**config.mk**
```make
export PLATFORM = sky130hd
export DESIGN_NAME = cmd_ring_fetcher
export DESIGN_NICKNAME = d
export VERILOG_FILES = /design/src/rtl/cmd_ring_pkg.sv /design/src/rtl/ring_ptr_regs.sv /design/src/rtl/ring_fetch_fsm.sv /design/src/rtl/cmd_ring_fetcher.sv
export SDC_FILE = /design/constraint.sdc
export NUM_CORES = 1
export LEC_CHECK = 0
export BUFFER_PORTS_ARGS = -buffer_cell sky130_fd_sc_hd__buf_2
export CAP_MARGIN = 20
export CORE_MARGIN = 8
export CORE_UTILIZATION = 55
export CTS_BUF_LIST = sky130_fd_sc_hd__clkbuf_2 sky130_fd_sc_hd__clkbuf_4 sky130_fd_sc_hd__clkbuf_8
export CTS_CLUSTER_DIAMETER = 80
export DETAILED_ROUTE_END_ITERATION = 16
export PLACE_DENSITY = 0.82
export SYNTH_ARGS = -nofsm -noshare
export SYNTH_HDL_FRONTEND = slang
export SYNTH_HIERARCHICAL = 1
export SYNTH_SLANG_ARGS = --single-unit
```
**constraint.sdc**
```tcl
create_clock -name clk -period 2.4 [get_ports clk]
set_clock_uncertainty 0.2 [all_clocks]
set_input_delay 0.48 -clock clk [delete_from_list [all_inputs] [get_ports clk]]
set_output_delay 0.48 -clock clk [all_outputs]
set_load 0.005 [all_outputs]
```
**src/rtl/cmd_ring_pkg.sv**
```systemverilog
package cmd_ring_pkg;

    typedef enum logic [1:0] {
        FS_IDLE = 2'd0,
        FS_REQ  = 2'd1,
        FS_WAIT = 2'd2,
        FS_HOLD = 2'd3
    } fetch_state_e;

    typedef enum logic [1:0] {
        PSEL_TOP = 2'd0,
        PSEL_BOT = 2'd1,
        PSEL_RD  = 2'd2,
        PSEL_WR  = 2'd3
    } ptr_sel_e;

endpackage

```
**src/rtl/ring_ptr_regs.sv**
```systemverilog
module ring_ptr_regs
    import cmd_ring_pkg::*;
#(
    parameter int OFS_W   = 24,
    parameter int ALIGN_W = 2
) (
    input  logic             clk,
    input  logic             rst_n,
    input  logic             wr_en,
    input  logic [1:0]       wr_sel,
    input  logic [OFS_W-1:0] wr_val,
    input  logic             adv,
    input  logic             wrap,
    output logic [OFS_W-1:0] top_q,
    output logic [OFS_W-1:0] bot_q,
    output logic [OFS_W-1:0] rd_q,
    output logic [OFS_W-1:0] wr_q
);
    localparam int STEP = 1 << ALIGN_W;

    logic [OFS_W-1:0] val_al;
    logic [OFS_W-1:0] rd_next;

    assign val_al = {wr_val[OFS_W-1:ALIGN_W], {ALIGN_W{1'b0}}};

    // early wrap from the parser or natural wrap at the ring end
    always_comb begin
        if (wrap || (rd_q == bot_q)) rd_next = top_q;
        else                         rd_next = rd_q + OFS_W'(STEP);
    end

    always_ff @(posedge clk) begin
        if (!rst_n) begin
            top_q <= '0;
            bot_q <= '0;
            rd_q  <= '0;
            wr_q  <= '0;
        end else begin
            if (wr_en && (wr_sel == PSEL_TOP)) top_q <= val_al;
            if (wr_en && (wr_sel == PSEL_BOT)) bot_q <= val_al;
            if (wr_en && (wr_sel == PSEL_RD)) begin
                rd_q <= val_al;
                wr_q <= val_al;
            end else begin
                if (adv)                           rd_q <= rd_next;
                if (wr_en && (wr_sel == PSEL_WR))  wr_q <= val_al;
            end
        end
    end

endmodule

```
**src/rtl/ring_fetch_fsm.sv**
```systemverilog
module ring_fetch_fsm
    import cmd_ring_pkg::*;
#(
    parameter int DW = 32
) (
    input  logic          clk,
    input  logic          rst_n,
    input  logic          pending,
    input  logic          mem_gnt,
    input  logic          mem_rvalid,
    input  logic [DW-1:0] mem_rdata,
    input  logic          cmd_ready,
    output logic          mem_req,
    output logic          cmd_valid,
    output logic [DW-1:0] cmd_data,
    output logic          accept,
    output logic          active
);
    fetch_state_e st_q, st_d;
    logic [DW-1:0] data_q;

    always_ff @(posedge clk) begin
        if (!rst_n) st_q <= FS_IDLE;
        else        st_q <= st_d;
    end

    always_comb begin
        st_d = st_q;
        unique case (st_q)
            FS_IDLE: if (pending)    st_d = FS_REQ;
            FS_REQ:  if (mem_gnt)    st_d = FS_WAIT;
            FS_WAIT: if (mem_rvalid) st_d = FS_HOLD;
            FS_HOLD: if (cmd_ready)  st_d = FS_IDLE;
        endcase
    end

    always_comb begin
        mem_req   = 1'b0;
        cmd_valid = 1'b0;
        active    = 1'b1;
        unique case (st_q)
            FS_IDLE: active    = 1'b0;
            FS_REQ:  mem_req   = 1'b1;
            FS_WAIT: ;
            FS_HOLD: cmd_valid = 1'b1;
        endcase
        accept = cmd_valid && cmd_ready;
    end

    always_ff @(posedge clk) begin
        if (!rst_n)                            data_q <= '0;
        else if (st_q == FS_WAIT && mem_rvalid) data_q <= mem_rdata;
    end

    assign cmd_data = data_q;

endmodule

```
**src/rtl/cmd_ring_fetcher.sv**
```systemverilog
module cmd_ring_fetcher
    import cmd_ring_pkg::*;
#(
    parameter int BASE_W = 12,
    parameter int OFS_W  = 24,
    parameter int DW     = 32
) (
    input  logic                    clk,
    input  logic                    rst_n,
    input  logic [BASE_W-1:0]       cfg_base,
    input  logic                    reg_we,
    input  logic [1:0]              reg_sel,
    input  logic [OFS_W-1:0]        reg_wdata,
    input  logic [1:0]              reg_raddr,
    output logic [OFS_W-1:0]        reg_rdata,
    output logic                    mem_req,
    output logic [BASE_W+OFS_W-1:0] mem_addr,
    input  logic                    mem_gnt,
    input  logic                    mem_rvalid,
    input  logic [DW-1:0]           mem_rdata,
    output logic                    cmd_valid,
    output logic [DW-1:0]           cmd_data,
    input  logic                    cmd_ready,
    input  logic                    wrap_req,
    output logic                    busy
);
    localparam int ADDR_W = BASE_W + OFS_W;

    logic [OFS_W-1:0] top_ofs, bot_ofs, rd_ofs, wr_ofs;
    logic             accept, active, pending;

    assign pending = (rd_ofs != wr_ofs);

    ring_ptr_regs #(.OFS_W(OFS_W), .ALIGN_W(2)) u_ptrs (
        .clk    (clk),
        .rst_n  (rst_n),
        .wr_en  (reg_we),
        .wr_sel (reg_sel),
        .wr_val (reg_wdata),
        .adv    (accept),
        .wrap   (wrap_req),
        .top_q  (top_ofs),
        .bot_q  (bot_ofs),
        .rd_q   (rd_ofs),
        .wr_q   (wr_ofs)
    );

    ring_fetch_fsm #(.DW(DW)) u_fsm (
        .clk        (clk),
        .rst_n      (rst_n),
        .pending    (pending),
        .mem_gnt    (mem_gnt),
        .mem_rvalid (mem_rvalid),
        .mem_rdata  (mem_rdata),
        .cmd_ready  (cmd_ready),
        .mem_req    (mem_req),
        .cmd_valid  (cmd_valid),
        .cmd_data   (cmd_data),
        .accept     (accept),
        .active     (active)
    );

    assign mem_addr = ADDR_W'({cfg_base, rd_ofs});
    assign busy     = pending || active;

    always_comb begin
        unique case (reg_raddr)
            PSEL_TOP: reg_rdata = top_ofs;
            PSEL_BOT: reg_rdata = bot_ofs;
            PSEL_RD:  reg_rdata = rd_ofs;
            PSEL_WR:  reg_rdata = wr_ofs;
        endcase
    end

endmodule

```
==> metrics.txt <==
result of the run complete, but fails checks; failing checks setup timing; per-cell via count in the routed design 5.87; Post-Synthesis Mean Instance Area 8.70 sq um; number of placement rows between 40 and 50; first-pass GRT wire length about 36,000 microns; critical path arrival 1940 ps; violation count after the first detailed-routing iteration 541; remaining number of nets flagged by the antenna check after routing 0; CTS tree built; post-route total power about 5500 uW; worst hold path depth 3; Setup Viol. Count Final 1; Crit Path Max Fanout 5; global route total overflow 0; pre-CTS worst setup slack 52.7 ps; DRC Markers 0; number of pins with negative max-slew slack in the final report 0; master cell of the clock root buffer clkbuf_8; count of antenna diodes in the layout 0; max-cap violation count 0; starting density of the core a little under three fifths; all-layer global routing usage 25.4%; number of vias in the routed layout roughly 7,000; hold violation count in the final report 0; maximum number of pins on one net before global-route repair between 60 and 70; setup repair after global routing missed its margin yes; clock insertion delay at the later pin of the skew report 440 ps; fraction of synthesis flops using an asynchronous set or reset pin 0%; launch point of the worst reg-to-reg path u_ptrs/rd_q[21]; number of enable flip-flop cells after synthesis 0; worst-case headroom to the max-slew limit 58.3%; post-CTS clock slew at the launch and capture registers of the worst setup and hold paths around 80 ps; width of the die between 100 and 150 microns; fraction of layout instances using a drive strength above 1 33.6%; post-route clock period utilization 109%; kind of start point of the critical path register; Port Buf Inserts ~150; Post-Syn Area around 7300 sq um; WL final 22,500 microns; via count of the first global-routing pass between 6,000 and 7,000; number of clock buffers inserted by TritonCTS 17; floorplan core area approximately 13,000 sq um; area growth from synthesis to final layout 21.8%; leak pwr ~0.0037 uW; Post-Synthesis Cells ~840; flops & latches, synth 124; half-perimeter wire length after detailed placement between 15,000 and 20,000 microns; worst reg2reg path depth 6; Wirelength per Cell 19.1 microns; Pre-antenna DRT Iters 5; Cell Int Power roughly 3800 uW; worst setup slack for register-to-register paths approximately 150 ps; yosys synthesis warning count 6; sequential area share after synthesis 33.8%; hold endpoint u_fsm/cmd_data[2]; final-layout setup total negative slack -219 ps; Yosys cell types between 50 and 60; class of the most critical hold timing path in -> reg; die boundary height 132 microns; CP Data Required Time 1720 ps; worst path setup slack after routing -219 ps; Die ar. about 17,000 sq um; Ports 174; Top FF cell, synth dfxtp_1; type of the worst setup path reg -> out; endpoint kind of the worst setup timing path output port; post-route cell area roughly 8900 sq um; # H-tree levels 4; weighted congestion reported at the end of routability-driven placement 0.931; Net Sw Frac 31.1%; antenna violations before repair 0; min Tclk post-route between 2000 and 3000 ps; TritonCTS sink count around 120; Hold Path Origin mem_rdata[2]; placed cell areas 8320 sq um; Power per Cell Area 615 nW/um^2; endpoint of the most critical register-to-register path u_ptrs/rd_q[1]; maximum resistive drop on vdd ~0.38 mV; proportion of power drawn by flip-flops and latches about two fifths; Clk pwr share 36.1%; number of buffers on the longest clock path 2; Final #Nets 1,075; max frequency ~380 MHz; slew of the pin with the lowest slew margin approximately 630 ps; part of the power in combinational logic 22.1%; net switching power figure roughly 1700 uW
==> power by group through the flow <==
stage	logic (uW)	registers (uW)	clock network [uW]
after CTS	1180	2290	2020
after global placement	1140	2330	0
after floorplan	743	2320	0
after detailed placement	1170	2340	0
final	1220	2290	1990
after global routing	1310	2310	2110
==> how the worst max path moves through the flow <==
stage,startpoint,endpoint,slack (ps),depth (start not counted)
detailed placement,u_ptrs/rd_q[5],busy,50,6
finish,u_ptrs/rd_q[12],busy,-220,6
CTS,u_ptrs/wr_q[17],busy,-210,6
global placement,u_ptrs/rd_q[6],busy,60,6
global route,u_ptrs/rd_q[12],busy,-290,6
floorplan,u_ptrs/rd_q[2],u_ptrs/rd_q[16],300,6
==> timing repair <==
action / CTS / global route
setup endpoints to repair: 1 / 1
pin swaps: 0 / 4
hold buffers: 0 / 0
setup buffers: 0 / 1
hold endpoints to repair: 0 / 0
gates resized for setup: 20 / 19
==> final cells by class <==
type	count	area, sq um
flip-flops and latches	124	2520
repair buffers	206	1260
clock inverters	14	181
clock buffers	18	248
inverters	8	30.0
well taps	176	220
fillers	1055	4200
multi-input cells	634	4480
==> worst max-delay path, cell delays in order (launching register included) <==
cell,delay [ps]
dfxtp_4,390
xnor2_4,200
nand4_1,150
nor4_2,340
buf_4,170
nand3b_1,100
buf_2,150
==> Yosys cell counts (16+ instances only) <==
library cell	count	area [sq um]
mux4_2	20	450
dfxtp_1	124	2480
nand3_1	28	140
o31ai_1	16	120
nand2_1	238	893
o21ai_0	19	95.1
buf_4	20	150
xnor2_1	33	289
a21boi_2	30	338
clkbuf_1	40	150
a21boi_0	68	510
xor2_1	32	280
==> flip-flops by register name, indices dropped and copies added, names as in the netlist <==
signal and cells:
u_ptrs/wr_q 22, u_ptrs/top_q 22, u_ptrs/rd_q 24, u_fsm/cmd_data 32
u_ptrs/bot_q 22, u_fsm/st_q 2
==> placed cells by master (no fill, tap or decap), drive strengths merged, types with 4 or more instances in the layout <==
master / netlist / routed
nand4: 15 / 15
o211ai: 6 / 6
nand3: 28 / 28
a21boi: 98 / 98
o31ai: 16 / 16
xor2: 32 / 32
nand2b: 8 / 8
xnor2: 33 / 33
dfxtp: 124 / 124
nand2: 239 / 239
ha: 5 / 5
nor3: 6 / 6
nor2: 6 / 6
o311a: 6 / 6
buf: 41 / 206
inv: 8 / 14
and3: 12 / 12
mux4: 24 / 24
and2: 12 / 12
a21bo: 6 / 6
a211oi: 8 / 8
conb: 1 / 6
a41oi: 4 / 4
nor4: 10 / 10
clkbuf: 41 / 18
clkinv: 0 / 4
o21ai: 20 / 20
==> per-stage QoR <==
step                instances  hold WS [ps]  utilization (%)
global route             1180          53.4             68.0
floorplan                 848           260                -
finish                   1180          76.9             68.0
global placement         1146           250             63.4
CTS                      1178          48.8             67.1
detailed placement       1146           254             63.4
==> kinds of logic (layout without fill, tap and decap cells) <==
family,count (synthesis),count (layout),synth area share [%]
other cells,1,6,0.0511
fa+ha+maj,5,5,0.853
simple gates,349,349,22.4
compound gates,183,183,20.3
buf+inv,90,246,6.99
mux,26,26,7.84
xor+xnor,65,65,7.76
flops,124,124,33.8
==> layer usage <==
| layer | part of all wire (%) | vias to the layer above | GRT usage [%] |
|---|---|---|---|
| met3 | 11 | 47 | 8.16 |
| met2 | 47 | 412 | 40.8 |
| met1 | 40 | 3246 | 31.4 |
| met5 | 0 | - | 0 |
| met4 | 2.8 | 0 | 9.25 |
| li1 | - | 3223 | - |
No activity file was read; power rests on OpenSTA's default activity.
